## config.mk

```make
export PLATFORM = sky130hd
export DESIGN_NAME = pskip_ctrl
export DESIGN_NICKNAME = d
export VERILOG_FILES = /design/src/rtl/pskip_pkg.sv /design/src/rtl/pskip_zc_qual.sv /design/src/rtl/pskip_fsm.sv /design/src/rtl/pskip_deadtime.sv /design/src/rtl/pskip_ctrl.sv
export SDC_FILE = /design/constraint.sdc
export NUM_CORES = 1
export LEC_CHECK = 0
export ABC_AREA = 1
export ABC_CLOCK_PERIOD_IN_PS = 1500
export BUFFER_PORTS_ARGS = -buffer_cell sky130_fd_sc_hd__buf_2
export CAP_MARGIN = 20
export CORE_AREA = 2 2 39 41
export CTS_BUF_LIST = sky130_fd_sc_hd__clkbuf_8
export CTS_CLUSTER_SIZE = 14
export DETAILED_ROUTE_END_ITERATION = 10
export DIE_AREA = 0 0 41 43
export GPL_ROUTABILITY_DRIVEN = 0
export PLACE_DENSITY = 0.82
export SYNTH_ARGS = -nofsm -noshare
export SYNTH_HDL_FRONTEND = slang
export SYNTH_SLANG_ARGS = --single-unit
export TNS_END_PERCENT = 5
```

## constraint.sdc

```tcl
create_clock -name clk -period 1.5 [get_ports clk]
set_input_delay 0.3 -clock clk [delete_from_list [all_inputs] [get_ports clk]]
set_output_delay 0.3 -clock clk [all_outputs]
set_load 0.05 [all_outputs]
```

## src/rtl/pskip_pkg.sv

```systemverilog
package pskip_pkg;
  typedef enum logic [2:0] {
    ST_PWM   = 3'd0,
    ST_ARM   = 3'd1,
    ST_HS    = 3'd2,
    ST_LS    = 3'd3,
    ST_DROOP = 3'd4
  } pskip_state_e;

  typedef enum logic [1:0] {
    PH_OFF  = 2'd0,
    PH_HIGH = 2'd1,
    PH_LOW  = 2'd2
  } phase_e;
endpackage

```

## src/rtl/pskip_zc_qual.sv

```systemverilog
module pskip_zc_qual #(
  parameter int ZC_RUN = 8
) (
  input  logic clk,
  input  logic rst_n,
  input  logic pwm_clk,
  input  logic zc_flag,
  input  logic count_en,
  output logic pwm_rise,
  output logic run_done
);
  localparam int CNT_W = (ZC_RUN > 2) ? $clog2(ZC_RUN) : 1;
  localparam logic [CNT_W-1:0] LAST = CNT_W'(ZC_RUN - 1);

  logic             pwm_q;
  logic             zc_seen;
  logic             crossed;
  logic [CNT_W-1:0] run_cnt;

  assign pwm_rise = pwm_clk & ~pwm_q;
  assign crossed  = zc_seen | zc_flag;
  assign run_done = count_en & pwm_rise & crossed & (run_cnt == LAST);

  always_ff @(posedge clk or negedge rst_n) begin
    if (!rst_n) begin
      pwm_q <= 1'b0;
    end else begin
      pwm_q <= pwm_clk;
    end
  end

  // Sticky crossing record per switching cycle and the run-length counter
  always_ff @(posedge clk or negedge rst_n) begin
    if (!rst_n) begin
      zc_seen <= 1'b0;
      run_cnt <= '0;
    end else if (!count_en) begin
      zc_seen <= 1'b0;
      run_cnt <= '0;
    end else if (pwm_rise) begin
      zc_seen <= 1'b0;
      if (!crossed || run_cnt == LAST) begin
        run_cnt <= '0;
      end else begin
        run_cnt <= run_cnt + 1'b1;
      end
    end else begin
      zc_seen <= crossed;
    end
  end
endmodule

```

## src/rtl/pskip_fsm.sv

```systemverilog
module pskip_fsm
  import pskip_pkg::*;
(
  input  logic         clk,
  input  logic         rst_n,
  input  logic         skip_en,
  input  logic         pwm_hs_cmd,
  input  logic         pwm_rise,
  input  logic         run_done,
  input  logic         ov_flag,
  input  logic         ipk_flag,
  input  logic         zc_flag,
  input  logic         below_nom,
  input  logic         below_exit,
  output pskip_state_e state,
  output phase_e       phase_req
);
  pskip_state_e state_n;

  always_comb begin
    state_n = state;
    unique case (state)
      ST_PWM:   if (skip_en && run_done) state_n = ST_DROOP;
      ST_ARM:   if (pwm_rise) state_n = ST_HS;
      ST_HS:    if (ov_flag || ipk_flag) state_n = ST_LS;
      ST_LS:    if (zc_flag) state_n = ST_DROOP;
      ST_DROOP: if (below_nom) state_n = ST_ARM;
      default:  state_n = ST_PWM;
    endcase
    // Leaving skip mode outranks every transition inside it
    if (state != ST_PWM && (below_exit || !skip_en)) begin
      state_n = ST_PWM;
    end
  end

  always_ff @(posedge clk or negedge rst_n) begin
    if (!rst_n) begin
      state <= ST_PWM;
    end else begin
      state <= state_n;
    end
  end

  always_comb begin
    unique case (state)
      ST_PWM:  phase_req = pwm_hs_cmd ? PH_HIGH : PH_LOW;
      ST_HS:   phase_req = PH_HIGH;
      ST_LS:   phase_req = PH_LOW;
      default: phase_req = PH_OFF;
    endcase
  end
endmodule

```

## src/rtl/pskip_deadtime.sv

```systemverilog
module pskip_deadtime
  import pskip_pkg::*;
#(
  parameter int DEAD_CYC = 1
) (
  input  logic   clk,
  input  logic   rst_n,
  input  phase_e phase_req,
  output logic   hs_o,
  output logic   ls_o
);
  localparam int GAP_W = $clog2(DEAD_CYC + 1);

  logic [GAP_W-1:0] gap;
  logic             gap_ok;
  logic             want_hs;
  logic             want_ls;

  assign want_hs = (phase_req == PH_HIGH);
  assign want_ls = (phase_req == PH_LOW);
  // The current all-off cycle counts toward the gap
  assign gap_ok  = (int'(gap) + 1) >= DEAD_CYC;

  always_ff @(posedge clk or negedge rst_n) begin
    if (!rst_n) begin
      hs_o <= 1'b0;
      ls_o <= 1'b0;
      gap  <= '0;
    end else begin
      if (hs_o || ls_o) begin
        gap  <= '0;
        hs_o <= hs_o & want_hs;
        ls_o <= ls_o & want_ls;
      end else begin
        if (int'(gap) < DEAD_CYC) gap <= gap + 1'b1;
        if (gap_ok) begin
          hs_o <= want_hs;
          ls_o <= want_ls;
        end
      end
    end
  end
endmodule

```

## src/rtl/pskip_ctrl.sv

```systemverilog
module pskip_ctrl
  import pskip_pkg::*;
#(
  parameter int ZC_RUN   = 8,
  parameter int DEAD_CYC = 1
) (
  input  logic clk,
  input  logic rst_n,
  input  logic skip_en,
  input  logic pwm_clk,
  input  logic pwm_hs_cmd,
  input  logic zc_flag,
  input  logic ov_flag,
  input  logic below_nom,
  input  logic below_exit,
  input  logic ipk_flag,
  output logic hs_req,
  output logic ls_en,
  output logic clk_gate_en,
  output logic skip_mode
);
  pskip_state_e state;
  phase_e       phase_req;
  logic         pwm_rise;
  logic         run_done;
  logic         count_en;

  assign count_en = skip_en && (state == ST_PWM);

  pskip_zc_qual #(.ZC_RUN(ZC_RUN)) u_qual (
    .clk      (clk),
    .rst_n    (rst_n),
    .pwm_clk  (pwm_clk),
    .zc_flag  (zc_flag),
    .count_en (count_en),
    .pwm_rise (pwm_rise),
    .run_done (run_done)
  );

  pskip_fsm u_fsm (
    .clk        (clk),
    .rst_n      (rst_n),
    .skip_en    (skip_en),
    .pwm_hs_cmd (pwm_hs_cmd),
    .pwm_rise   (pwm_rise),
    .run_done   (run_done),
    .ov_flag    (ov_flag),
    .ipk_flag   (ipk_flag),
    .zc_flag    (zc_flag),
    .below_nom  (below_nom),
    .below_exit (below_exit),
    .state      (state),
    .phase_req  (phase_req)
  );

  pskip_deadtime #(.DEAD_CYC(DEAD_CYC)) u_dt (
    .clk       (clk),
    .rst_n     (rst_n),
    .phase_req (phase_req),
    .hs_o      (hs_req),
    .ls_o      (ls_en)
  );

  assign skip_mode   = (state != ST_PWM);
  assign clk_gate_en = (state != ST_DROOP);
endmodule

```

==> results by group <==
Run status
  • Status: completed

Placed design
  • Placed Instances: 111
  • Port bufs: 13
  • Final HPWL DP: 985.1 um
  • DP Area: 729.5 sq um

Route
  • Via-per-instance ratio: 4.757
  • Drt pass-1 iters: 4
  • DR iter-0 viols: 8
  • WL final: 1.219 mm
  • Vias post-DR: 547
  • Post-DR wirelength/cell: 10.60 um
  • DRC Markers: 0
  • Antenna Violating Nets Remaining: 0

Yosys
  • Top-count cell post-synth: nand2_1
  • Ys flop type: dfrtp_1
  • Synth cell count leaders: 24 x nand2_1, 11 x inv_1, 10 x dfrtp_1
  • Largest cells by area after synthesis: dfrtp_1 39%, nand2_1 14%, inv_1 6.4%
  • Cells after synthesis: 82
  • Synthesized flop and latch total: 10
  • Share of the synthesized area in the top cell type: 38.83%
  • Syn Area/Cell: 7.858 sq um
  • Ys Warns: 0
  • Sequential share of the synthesized area: 38.83%
  • Synth unique cells: 20
  • EDFF count, synth: 0
  • Synth area leader: dfrtp_1
  • Synthesized area: 644.4 sq um
  • Asr flop ratio synth: 100.0%
  • Synthesized net count: 94

Global route
  • Initial antenna violation count: 0
  • Largest net degree at the start of global routing: 11
  • GRT Residual Overflow: 0
  • Number of global-route vias before repair: 508
  • First-pass GRT wire length: 2.056 mm
  • GRT Total Usage: 18.38%

Run
  • Max-Cap Viols: 0

Die
  • Num rows: 14
  • Initial Utilization: 46.56%
  • Die width: 41 um
  • I/O pin cnt: 14
  • Core ar.: 0.001384 sq mm
  • DIE HEIGHT: 43 um
  • Die area: 0.001763 sq mm

Clock tree
  • Clk_lat worst skew: 0.23 ns
  • Clock root buffer master: clkbuf_8
  • H-tree Lvls: 1
  • CTS Buf Count: 3
  • CTS tree: done
  • Worst-case clock buffer depth: 2
  • # Post-CTS Setup Buffers: 0
  • Clock sinks: 10
  • Clock transition at the registers of the reported paths: 0.04 ns

Setup path
  • Max incr delay on CP: 0.44 ns
  • Worst Setup SP: u_fsm.state[0]$_DFFE_PN0P_
  • Critical path type: flop to primary output
  • Crit path DAT: 1.13 ns
  • Crit path cell chain: nor2_4 -> nand2_2 -> buf_4
  • Slowest cell on the critical path: dfrtp_2
  • Cell family with most CP delay: flip-flops
  • Worst setup SP type: flop
  • Crit path max fanout: 6
  • WP data required: 1.20 ns
  • CP Buf/Inv Count: 1
  • Crit. End Element: primary output
  • Worst r2r src: u_qual.run_cnt[0]$_DFFE_PN0P_

Final layout
  • Layout cells sized above 1: 33.33%
  • ANT cells: 0
  • Area grow syn2layout: 23.50%
  • Layout Nets: 113
  • Layout Cells excl Fill: 115
  • Fill count: 134
  • Post-route cell area: 795.8 sq um

Worst hold path
  • Hold Crit Class: input pin to flop
  • Hold Startpoint: pwm_clk

STA
  • Final Slew Violations: 0
  • Unrepaired setup endpoints after global routing: no
  • Final setup vio count: 0
  • Setup TNS: 0 ns
  • Final period util: 95.64%
  • Final min period: 1.435 ns
  • Fin. Hold Viols: 0
  • Slew headroom: 83.69%
  • F_max: 697.1 MHz
  • Setup Skew: 0.005098 ns
  • Worst-margin pin slew: 0.2463 ns

Power and ir drop
  • Worst vdd ir: 748.2 uV
  • Power Density: 1791 mW/mm^2
  • P_leak: 0.4306 nW
  • Power Total: 0.001425 W
[worst paths after layout]
| kind | endpoint | slack (ns) | cells after the start |
|---|---|---|---|
| hold / removal | u_qual.pwm_q$_DFF_PN0_ | 0.20 | 1 |
| setup / recovery | clk_gate_en | 0.07 | 3 |
| min in group asynchronous | u_fsm.state[2]$_DFFE_PN0P_ | 0.45 | 2 |
| setup reg to reg | u_fsm.state[1]$_DFFE_PN0P_ | 0.20 | 9 |
| max in group asynchronous | u_fsm.state[1]$_DFFE_PN0P_ | 0.83 | 2 |
| hold reg to reg | u_qual.run_cnt[0]$_DFFE_PN0P_ | 0.48 | 1 |
[registers in the layout, indices dropped and copies added, names as in the netlist]
register        cells
u_dt.hs_o           1
u_dt.ls_o           1
u_fsm.state         3
u_qual.pwm_q        1
u_qual.run_cnt      3
u_qual.zc_seen      1
[where the power goes]
part | total, W | internal [W] | leakage (nW) | switching [W]
Combinational | 0.000769 | 0.000267 | 0.280 | 0.000502
Sequential | 0.000389 | 0.000334 | 0.129 | 0.0000555
Clock | 0.000267 | 0.000175 | 0.0216 | 0.0000922
[cells in the final DEF (no fill, tap or decap)]
cell type       n
nand4_1         3
nand2_2         5
ha_1            2
o21ai_0         2
a21oi_1         1
nand3_2         2
o21a_1          1
a21oi_4         1
bufinv_8        1
clkbuf_8        3
inv_1          10
dfrtp_2         2
inv_2           1
nand2_1        23
nand2_4         1
nand3b_1        1
dfrtp_1         8
nor2_4          3
buf_2          11
buf_4           2
nand3_1         5
o21ai_1         1
a22oi_1         1
nor2_1          7
dlygate4sd3_1   1
nor2_2          1
[metal layers]
metal | part of all wire [%] | global-route usage [%] | up-vias
met4 | 4.3 | 14.67 | 0
met3 | 4.3 | 6.806 | 6
li1 | - | - | 293
met5 | 0 | 0 | -
met2 | 50 | 25.62 | 13
met1 | 42 | 21.33 | 235
[metrics by stage]
stage	worst slack (ns)	utilization, %	hold slack (ns)
global placement	0.2064	52.71	0.1710
finish	0.06540	57.50	0.1978
global route	0.006822	57.50	0.1942
CTS	0.005449	57.14	0.1917
floorplan	0.005690	-	0.004409
detailed placement	0.1807	52.71	0.1748
[area by class of cell]
type	count	area (sq um)	share of cell area (%)
Clock buffer	3	41.29	5.189
Tap cell	16	20.02	2.516
Sequential cell	10	252.7	31.76
Multi-Input combinational cell	60	342.8	43.08
Timing Repair Buffer	14	80.08	10.06
Inverter	12	58.81	7.390
[cell families after synthesis]
kind of cell	after synthesis	share of synthesized area (%)
simple gates	51	40.19
fa+ha+maj	2	3.883
flops	10	38.83
buf+inv	12	9.127
compound gates	7	7.961
[timing repair]
item                                    in CTS  in global routing
endpoints found under the setup margin       1                  2
hold endpoints to repair                    10                  0
gates resized for setup                      3                  5
hold buffers                                 1                  0
cloned                                       0                  0
No activity file was read; power rests on OpenSTA's default activity.
